[src/rtl/nm_pkg.sv]
`timescale 1ns/1ps
package nm_pkg;
  // Strobes from control to datapath, one per action taken at an edge.
  typedef struct packed {
    logic capture;   // register the search result of the current probe
    logic load;      // write a reference word into the bank
  } nm_strobe_t;
endpackage

[src/rtl/nm_dist_unit.sv]
`timescale 1ns/1ps
// Radix-4 borrow chain followed by a sign-controlled fold to magnitude.
module nm_dist_unit #(
  parameter int DIGITS = 8,
  localparam int WORD_W = 2 * DIGITS
) (
  input  logic [WORD_W-1:0] probeWord,
  input  logic [WORD_W-1:0] storedWord,
  output logic [WORD_W-1:0] distOut
);
  logic [DIGITS:0]     borrowChain;
  logic [WORD_W-1:0]   digitCodes;
  logic [WORD_W-1:0]   foldedCodes;
  logic                negFlag;

  assign borrowChain[0] = 1'b0;

  for (genvar g = 0; g < DIGITS; g++) begin : g_digit
    logic [2:0] stepDiff;
    // a - b - borrowIn lies in -4..3; bit 2 marks a negative step
    assign stepDiff = {1'b0, probeWord[2*g+1 -: 2]}
                    - {1'b0, storedWord[2*g+1 -: 2]}
                    - {2'b00, borrowChain[g]};
    assign digitCodes[2*g+1 -: 2] = stepDiff[1:0];
    assign borrowChain[g+1]       = stepDiff[2];
  end

  assign negFlag = borrowChain[DIGITS];

  for (genvar g = 0; g < DIGITS; g++) begin : g_fold
    assign foldedCodes[2*g+1 -: 2] = negFlag ? ~digitCodes[2*g+1 -: 2]
                                             :  digitCodes[2*g+1 -: 2];
  end

  assign distOut = foldedCodes + {{(WORD_W-1){1'b0}}, negFlag};
endmodule

[src/rtl/nm_ctrl.sv]
`timescale 1ns/1ps
module nm_ctrl
  import nm_pkg::*;
(
  input  logic       clk,
  input  logic       rstN,
  input  logic       start,
  input  logic       wrEn,
  output nm_strobe_t strobes,
  output logic       resultValid
);
  always_comb begin
    strobes.capture = start;
    strobes.load    = wrEn;
  end

  always_ff @(posedge clk or negedge rstN) begin
    if (!rstN) resultValid <= 1'b0;
    else       resultValid <= start;
  end
endmodule

[src/rtl/nm_datapath.sv]
`timescale 1ns/1ps
module nm_datapath
  import nm_pkg::*;
#(
  parameter int NUM_WORDS = 8,
  parameter int DIGITS = 8,
  localparam int WORD_W = 2 * DIGITS,
  localparam int IDX_W = (NUM_WORDS > 1) ? $clog2(NUM_WORDS) : 1
) (
  input  logic                 clk,
  input  logic                 rstN,
  input  nm_strobe_t           strobes,
  input  logic [IDX_W-1:0]     wrIdx,
  input  logic [WORD_W-1:0]    wrData,
  input  logic [WORD_W-1:0]    inWord,
  output logic [NUM_WORDS-1:0] matchQ,
  output logic [WORD_W-1:0]    distQ
);
  logic [WORD_W-1:0]    bank    [NUM_WORDS];
  logic [WORD_W-1:0]    distVec [NUM_WORDS];
  logic [IDX_W-1:0]     bestIdx;
  logic [WORD_W-1:0]    bestDist;
  logic [NUM_WORDS-1:0] matchNext;

  // Reference bank
  always_ff @(posedge clk or negedge rstN) begin
    if (!rstN) begin
      for (int k = 0; k < NUM_WORDS; k++) bank[k] <= '0;
    end else if (strobes.load) begin
      bank[wrIdx] <= wrData;
    end
  end

  // One distance unit per stored word
  for (genvar w = 0; w < NUM_WORDS; w++) begin : g_word
    nm_dist_unit #(.DIGITS(DIGITS)) uDist (
      .probeWord (inWord),
      .storedWord(bank[w]),
      .distOut   (distVec[w])
    );
  end

  // Strict-less scan: earliest index keeps a tie
  always_comb begin
    bestIdx  = '0;
    bestDist = distVec[0];
    for (int k = 1; k < NUM_WORDS; k++) begin
      if (distVec[k] < bestDist) begin
        bestDist = distVec[k];
        bestIdx  = IDX_W'(k);
      end
    end
  end

  always_comb begin
    matchNext          = '0;
    matchNext[bestIdx] = 1'b1;
  end

  always_ff @(posedge clk or negedge rstN) begin
    if (!rstN) begin
      matchQ <= '0;
      distQ  <= '0;
    end else if (strobes.capture) begin
      matchQ <= matchNext;
      distQ  <= bestDist;
    end
  end
endmodule

[src/rtl/nearest_match_engine.sv]
`timescale 1ns/1ps
module nearest_match_engine
  import nm_pkg::*;
#(
  parameter int NUM_WORDS = 8,
  parameter int DIGITS = 8,
  localparam int WORD_W = 2 * DIGITS,
  localparam int IDX_W = (NUM_WORDS > 1) ? $clog2(NUM_WORDS) : 1
) (
  input  logic                 clk,
  input  logic                 rstN,
  input  logic                 wrEn,
  input  logic [IDX_W-1:0]     wrIdx,
  input  logic [WORD_W-1:0]    wrData,
  input  logic                 start,
  input  logic [WORD_W-1:0]    inWord,
  output logic                 oValid,
  output logic [NUM_WORDS-1:0] oMatch,
  output logic [WORD_W-1:0]    oDist
);
  nm_strobe_t strobes;

  nm_ctrl uCtrl (
    .clk        (clk),
    .rstN       (rstN),
    .start      (start),
    .wrEn       (wrEn),
    .strobes    (strobes),
    .resultValid(oValid)
  );

  nm_datapath #(.NUM_WORDS(NUM_WORDS), .DIGITS(DIGITS)) uPath (
    .clk    (clk),
    .rstN   (rstN),
    .strobes(strobes),
    .wrIdx  (wrIdx),
    .wrData (wrData),
    .inWord (inWord),
    .matchQ (oMatch),
    .distQ  (oDist)
  );
endmodule

[config.mk]
export PLATFORM = sky130hd
export DESIGN_NAME = nearest_match_engine
export DESIGN_NICKNAME = d
export VERILOG_FILES = /design/src/rtl/nm_pkg.sv /design/src/rtl/nm_dist_unit.sv /design/src/rtl/nm_ctrl.sv /design/src/rtl/nm_datapath.sv /design/src/rtl/nearest_match_engine.sv
export SDC_FILE = /design/constraint.sdc
export NUM_CORES = 1
export LEC_CHECK = 0
export BUFFER_PORTS_ARGS = -buffer_cell sky130_fd_sc_hd__buf_4
export CAP_MARGIN = 5
export CORE_ASPECT_RATIO = 1.75
export CORE_MARGIN = 8
export CORE_UTILIZATION = 35
export DETAILED_ROUTE_END_ITERATION = 8
export HOLD_SLACK_MARGIN = 0.12
export PLACE_DENSITY_LB_ADDON = 0.3
export REMOVE_ABC_BUFFERS = 1
export SLEW_MARGIN = 20
export SYNTH_ARGS = -nofsm -noshare
export SYNTH_HDL_FRONTEND = slang
export SYNTH_SLANG_ARGS = --single-unit
[constraint.sdc]
create_clock -name clk -period 37.9 [get_ports clk]
set_clock_uncertainty 0.2 [all_clocks]
set_input_delay 9.475 -clock clk [delete_from_list [all_inputs] [get_ports clk]]
set_output_delay 9.475 -clock clk [all_outputs]
set_load 0.01 [all_outputs]
=== Word level (Yosys, flattened, before mapping) ===
Cells that the tools add are included.

* Output and inout port bits: 25
* Input port bits: 39
* Logic and storage cells: 300
* Flip-flop bits (word level): 153

* Muxes and demuxes: 83
* Order comparisons: 11
* Bitwise logic cells: 65
* $add $sub $neg: 128
* Reduce and logical (&&, ||, !) cells: 2

{| class="wikitable"
|+ Operators with widths
! kind !! count
|-
| $sub A2 B2 Y3 || 64
|-
| $sub A3 B1 Y3 || 56
|-
| $add A16 B1 Y16 || 8
|-
| $bwmux W128 || 1
|-
| $mux W16 || 8
|-
| $mux W2 || 64
|-
| $not A2 Y2 || 64
|-
| $lt A16 B16 Y1 || 7
|-
| $demux W16 S3 || 1
|-
| $mux W3 || 6
|-
| $ge A4 B4 Y1 const B || 1
|-
| $lt A3 B4 Y1 const B || 1
|-
| $lt A4 B1 Y1 const B || 1
|-
| $not A3 Y4 || 1
|-
| $demux W1 S3 || 1
|-
| $ge A3 B1 Y1 const B || 1
|-
| $logic_and A1 B1 Y1 || 2
|-
| $mux W1 || 2
|}

=== Logic depth before layout (Yosys ltp) ===
* Depth in word-level cells: 29
* Mapped depth: 116
* Mapped depth without buffers: 105

=== Hierarchy ===
From an unflattened synthesis, not the netlist that was laid out.

* Cells, all modules: 1788
* Area total of the unflattened synthesis: 17484.3 sq um

{| class="wikitable"
|+ By module, submodules not included
! module !! instances !! cells each !! area each (sq um) !! seq. area each (sq um)
|-
| nm_datapath || 1 || 975 || 10213.5 || 3803.6
|-
| nm_dist_unit (uPath.g_word[1].uDist ...) || 4 || 99 || 904.6 || 0.0
|-
| nm_dist_unit (uPath.g_word[6].uDist) || 1 || 104 || 933.4 || 0.0
|-
| nm_dist_unit (uPath.g_word[7].uDist) || 1 || 101 || 909.6 || 0.0
|-
| nm_dist_unit (uPath.g_word[5].uDist) || 1 || 108 || 898.4 || 0.0
|-
| nm_dist_unit (uPath.g_word[0].uDist) || 1 || 101 || 870.8 || 0.0
|-
| nm_ctrl || 1 || 3 || 40.0 || 25.0
|}

=== Least setup slack after synthesis ===
No wires, ideal clock.

* Path kind: in2reg
* Start point: input inWord[0]
* End point: register uPath.distQ[10]
* Stages on the path: 107
* Path buffers: 12
* Setup time: 0.148 ns
* Required time: 37.552 ns
* Arrival time: 33.129 ns
* Setup slack: 4.423 ns
* Cells stage by stage: inv_1 -> ha_1 -> inv_1 -> fa_1 -> fa_1 -> fa_1 -> fa_1 -> fa_1 -> fa_1 -> fa_1 -> fa_1 -> fa_1 -> fa_1 -> fa_1 -> fa_1 -> fa_1 -> fa_1 -> fa_1 -> [71 not listed] -> o21ai_0 -> nor2_1 -> o21a_1 -> clkbuf_1 -> nor3_1 -> a21oi_1 -> ha_1 -> a21o_1 -> a21o_1 -> a21oi_1 -> o31a_1 -> o21ai_0 -> nor2_1 -> nor4b_2 -> or3_1 -> buf_4 -> buf_6 -> o221ai_1

* Word-level cells in the longest chain between the ends: 25
* Elaborated cells between the ends (all ways): 214
* Classes of those cells: 72 x add/sub; 7 x order compare; 71 x mux; 64 x bitwise

{| class="wikitable"
|+ RTL lines
! item !! RTL line !! RTL
|-
| start, declared || nearest_match_engine.sv:16 || <nowiki>input logic [WORD_W-1:0] inWord,</nowiki>
|-
| $sub A2 B2 Y3 || nm_dist_unit.sv:22 || <nowiki>- {1'b0, storedWord[2*g+1 -: 2]}</nowiki>
|-
| $sub A3 B1 Y3 (7 in series) || nm_dist_unit.sv:23 || <nowiki>- {2'b00, borrowChain[g]};</nowiki>
|-
| $not A2 Y2 || nm_dist_unit.sv:31 || <nowiki>assign foldedCodes[2*g+1 -: 2] = negFlag ? ~digitCodes[2*g+1 -: 2]</nowiki>
|-
| $mux W2 || nm_dist_unit.sv:31 ||
|-
| $add A16 B1 Y16 || nm_dist_unit.sv:35 || <nowiki>assign distOut = foldedCodes + {{(WORD_W-1){1'b0}}, negFlag};</nowiki>
|-
| $lt A16 B16 Y1 || nm_datapath.sv:48 || <nowiki>if (distVec[k] < bestDist) begin</nowiki>
|-
| $mux W16 || nm_datapath.sv:48 ||
|-
| $lt A16 B16 Y1 || nm_datapath.sv:48 ||
|-
| [3 not listed] || -- ||
|-
| $lt A16 B16 Y1 || nm_datapath.sv:48 ||
|-
| $mux W16 || nm_datapath.sv:48 ||
|-
| $lt A16 B16 Y1 || nm_datapath.sv:48 ||
|-
| $mux W16 || nm_datapath.sv:48 ||
|-
| $lt A16 B16 Y1 || nm_datapath.sv:48 ||
|-
| $mux W16 || nm_datapath.sv:48 ||
|-
| $lt A16 B16 Y1 || nm_datapath.sv:48 ||
|-
| $mux W16 * || nm_datapath.sv:48 ||
|-
| end signal, assigned || nm_datapath.sv:66 || <nowiki>distQ <= bestDist;</nowiki>
|-
| end, declared || nm_datapath.sv:17 || <nowiki>output logic [WORD_W-1:0] distQ</nowiki>
|}

Mark *: on every way between the ends. The rest lies on a longest branch, timed or not.
A chain may end at the register's enable or synchronous reset.

=== Worst setup path after layout ===
Same ends and word-level chain as after synthesis.

==> metrics.csv <==
stage,metric,value,unit
floorplan,die_x,180.8,microns
sta,post-route-period-util,0.9636,
setup_path,cpMostUsedCell,fa_1,
routing,ant_nets,0,
outcome,status,"finished, final reports clean",
grt,overflow,0,
placement,port_buffers,63,
sta,finalSetupViolCount,0,
setup_path,cp-end-kind,flip-flop,
sta,hold_viol,0,
yosys,avgSynthCellArea,8.891,sq um
cts,clkLatencyLatePin,0.45,ns
routing,viasPerCell,5.599,
final_layout,final_net_count,2165,
yosys,yosysWarnings,0,
floorplan,core,46900,sq um
yosys,synth_area,16630,sq um
grt,track_usage,0.2104,
placement,dp.cells,2463,
floorplan,die_y,304.3,microns
routing,drc,0,
yosys,yosysSeqAreaShare,0.2303,
final_layout,finalNonFillerCells,2497,
setup_path,criticalPathCategory,input port to flip-flop,
setup_path,start_kind,input port,
yosys,synth-seq-cells,153,
floorplan,std_cell_rows,105,
final_layout,ff_latch_area,3829,sq um
final_layout,drive_above_1_share,0.1226,
flow_run,maxCapViolCount,0,
sta,timing.fmax,27.38,MHz
cts,cts-buffers-inserted,17,
sta,tns,0,ns
yosys,netlist_instances,1870,
sta,slew_viol_final,0,
routing,drtPass1Iterations,6,
yosys,synthArstFlopShare,1.000,
grt,grt_pass1_wl,87290,microns
grt,grt_pass1_vias,14144,
routing,vias,13981,
grt,grt_max_degree,98,
routing,wl,58430,microns
setup_path,cp_max_fo,30,
yosys,synth_edf_count,0,
cts,cts_tree,yes,
cts,clockBufferDepth,2,
final_layout,layout-area-overhead-vs-synth,10.08,%
yosys,synth_top_flop_cell,dfrtp_1,
setup_path,slowest_delay,0.62,ns
sta,finalCriticalPeriod,36.52,ns
sta,tightest_slew,1.122,ns
placement,hpwlAfterDp,47490,microns
final_layout,fill_cells,4666,
setup_path,arrival,36.61,ns
placement,gp_congestion,0.9344,
sta,rsz0062_at_grt,false,
final_layout,final_core_util,0.3902,
floorplan,num_io_pins,64,
cts,clkTransAtPathRegs,0.06,ns
yosys,synth_cell_types,85,
cts,ctsRootBufferMaster,clkbuf_16,
min_path,hold_path.class,flip-flop to flip-flop,
final_layout,multi_input_area,11780,sq um
cts,cts_htree_levels,4,
routing,first_iter_violations,991,
grt,antenna_found_initial,1,
setup_path,slowest_stage,o31ai_4,
floorplan,start_util,0.3545,
floorplan,dieArea,55010,sq um
setup_path,required,37.99,ns
yosys,synth_area_leaders,"dfrtp_1 (23%), fa_1 (14%), ha_1 (8.4%), xnor2_1 (6.5%), mux2_2 (5.6%)",
sta,relSlewSlack,0.2480,
yosys,synth_top_cell_by_area,dfrtp_1,
cts,cts.sinks,153,
routing,routedWlPerCell,23.40,microns
yosys,synth_top_area_share,0.2303,
[worst max-delay path, delay by kind of cell]
family,cells,cell delay (ns)
AO/OA/AOI/OAI,39,10.49
XOR/XNOR,2,0.40
adder cells (fa/ha/maj),24,8.72
buffers and inverters,11,2.16
multiplexers,2,0.68
AND/OR/NAND/NOR,23,4.58
[synth_stat cells (4+ instances only)]
| master | count |
|---|---|
| xor2_1 | 46 |
| mux2_2 | 82 |
| or3_1 | 12 |
| and3_1 | 11 |
| o21a_1 | 10 |
| nand3_1 | 32 |
| nor3b_1 | 6 |
| a21o_1 | 43 |
| a32o_1 | 5 |
| o221ai_1 | 5 |
| dfrtp_1 | 153 |
| a211oi_1 | 10 |
| nor3_1 | 54 |
| nand4_1 | 25 |
| o21ai_1 | 4 |
| or2_2 | 6 |
| o311ai_0 | 15 |
| mux2i_1 | 16 |
| a21oi_1 | 108 |
| or4_1 | 9 |
| buf_2 | 7 |
| clkbuf_1 | 59 |
| a22oi_1 | 4 |
| o311ai_2 | 4 |
| a211o_1 | 5 |
| and4_1 | 9 |
| o21ai_0 | 129 |
| xnor2_1 | 124 |
| nand2b_1 | 12 |
| inv_1 | 194 |
| nor2b_1 | 17 |
| nand2_1 | 172 |
| nor2_1 | 121 |
| ha_1 | 111 |
| o211ai_1 | 10 |
| nand4b_1 | 4 |
| buf_1 | 8 |
| fa_1 | 120 |
| nor4_1 | 13 |
| a31oi_1 | 11 |
| o31ai_1 | 8 |
| o311ai_1 | 7 |
| maj3_1 | 9 |
[flip-flops by register name (all words and copies together) (netlist names)]
signal             count
uPath.matchQ           8
uPath.bank           128
uCtrl.resultValid      1
uPath.distQ           16
[what timing repair did]
item                       4_1_cts  5_1_grt
resized for setup                0        1
setup endpoints to repair        0       17
setup buffers                    0        0
hold buffers                     0        0
[final cells by class]
cell class,instances,share of cell area
inverters,195,0.03999
well taps,588,0.04020
multi-input cells,1445,0.6436
repair buffers,83,0.03425
clock buffers,20,0.02495
flip-flops and latches,153,0.2092
diodes,1,0.0001367
clock inverters,12,0.007657
[worst paths after layout]
path / startpoint / end / slack (ns) / cells after the start
setup / recovery: inWord[0] / uPath.distQ[10] / 1.38 / 101
hold / removal: uPath.distQ[15] / uPath.distQ[15] / 0.30 / 2
setup reg to reg: uPath.bank[96] / uPath.distQ[10] / 10.63 / 99
hold reg to reg: uPath.distQ[15] / uPath.distQ[15] / 0.30 / 2
max in group asynchronous: rstN / uPath.distQ[0] / 27.30 / 2
min in group asynchronous: rstN / uPath.bank[46] / 8.89 / 1
[cell usage in the layout, fill, tap and decap left out, drive strengths merged, types with 10 or more instances in the layout]
master  instances
inv           197
nand2         172
dfrtp         153
o21ai         135
xnor2         124
nor2          121
fa            120
ha            111
a21oi         108
mux2           83
buf            83
nor3           54
xor2           47
a21o           43
nand3          32
o311ai         26
nand4          25
clkbuf         20
nor2b          17
mux2i          16
nor4           14
nand2b         13
o211ai         13
or3            12
and3           11
a31oi          11
a211oi         11
o21a           10
or4            10
[cells by family (layout without fill, tap and decap cells)]
family | Yosys count | in the layout | synth area share
flip-flops | 153 | 153 | 0.2303
other | 0 | 1 | 0
XOR/XNOR | 171 | 171 | 0.09053
AO/OA/AOI/OAI | 421 | 422 | 0.1687
multiplexers | 99 | 99 | 0.06607
buffers and inverters | 273 | 310 | 0.06329
AND/OR/NAND/NOR | 513 | 513 | 0.1477
adder cells (fa/ha/maj) | 240 | 240 | 0.2334
[stage by stage]
stage	worst slack, ns	area (sq um)	hold WS (ns)
after floorplan	3.157	16310	0.2795
after global placement	1.811	17690	0.2859
after detailed placement	1.387	17690	0.2834
after CTS	1.694	18290	0.2991
after global routing	0.04282	18300	0.3129
final	1.378	18300	0.2950
[layer usage]
metal | wire length (microns) | up-vias | global-route usage
li1 | - | 6530 | -
met5 | 0 | - | 0
met3 | 1860 | 141 | 0.02139
met4 | 3536 | 0 | 0.1273
met2 | 31320 | 409 | 0.3926
met1 | 21710 | 6901 | 0.2240
Power is not shown: default switching activity piles up to over one toggle a cycle in this logic, so the estimate is an artifact.
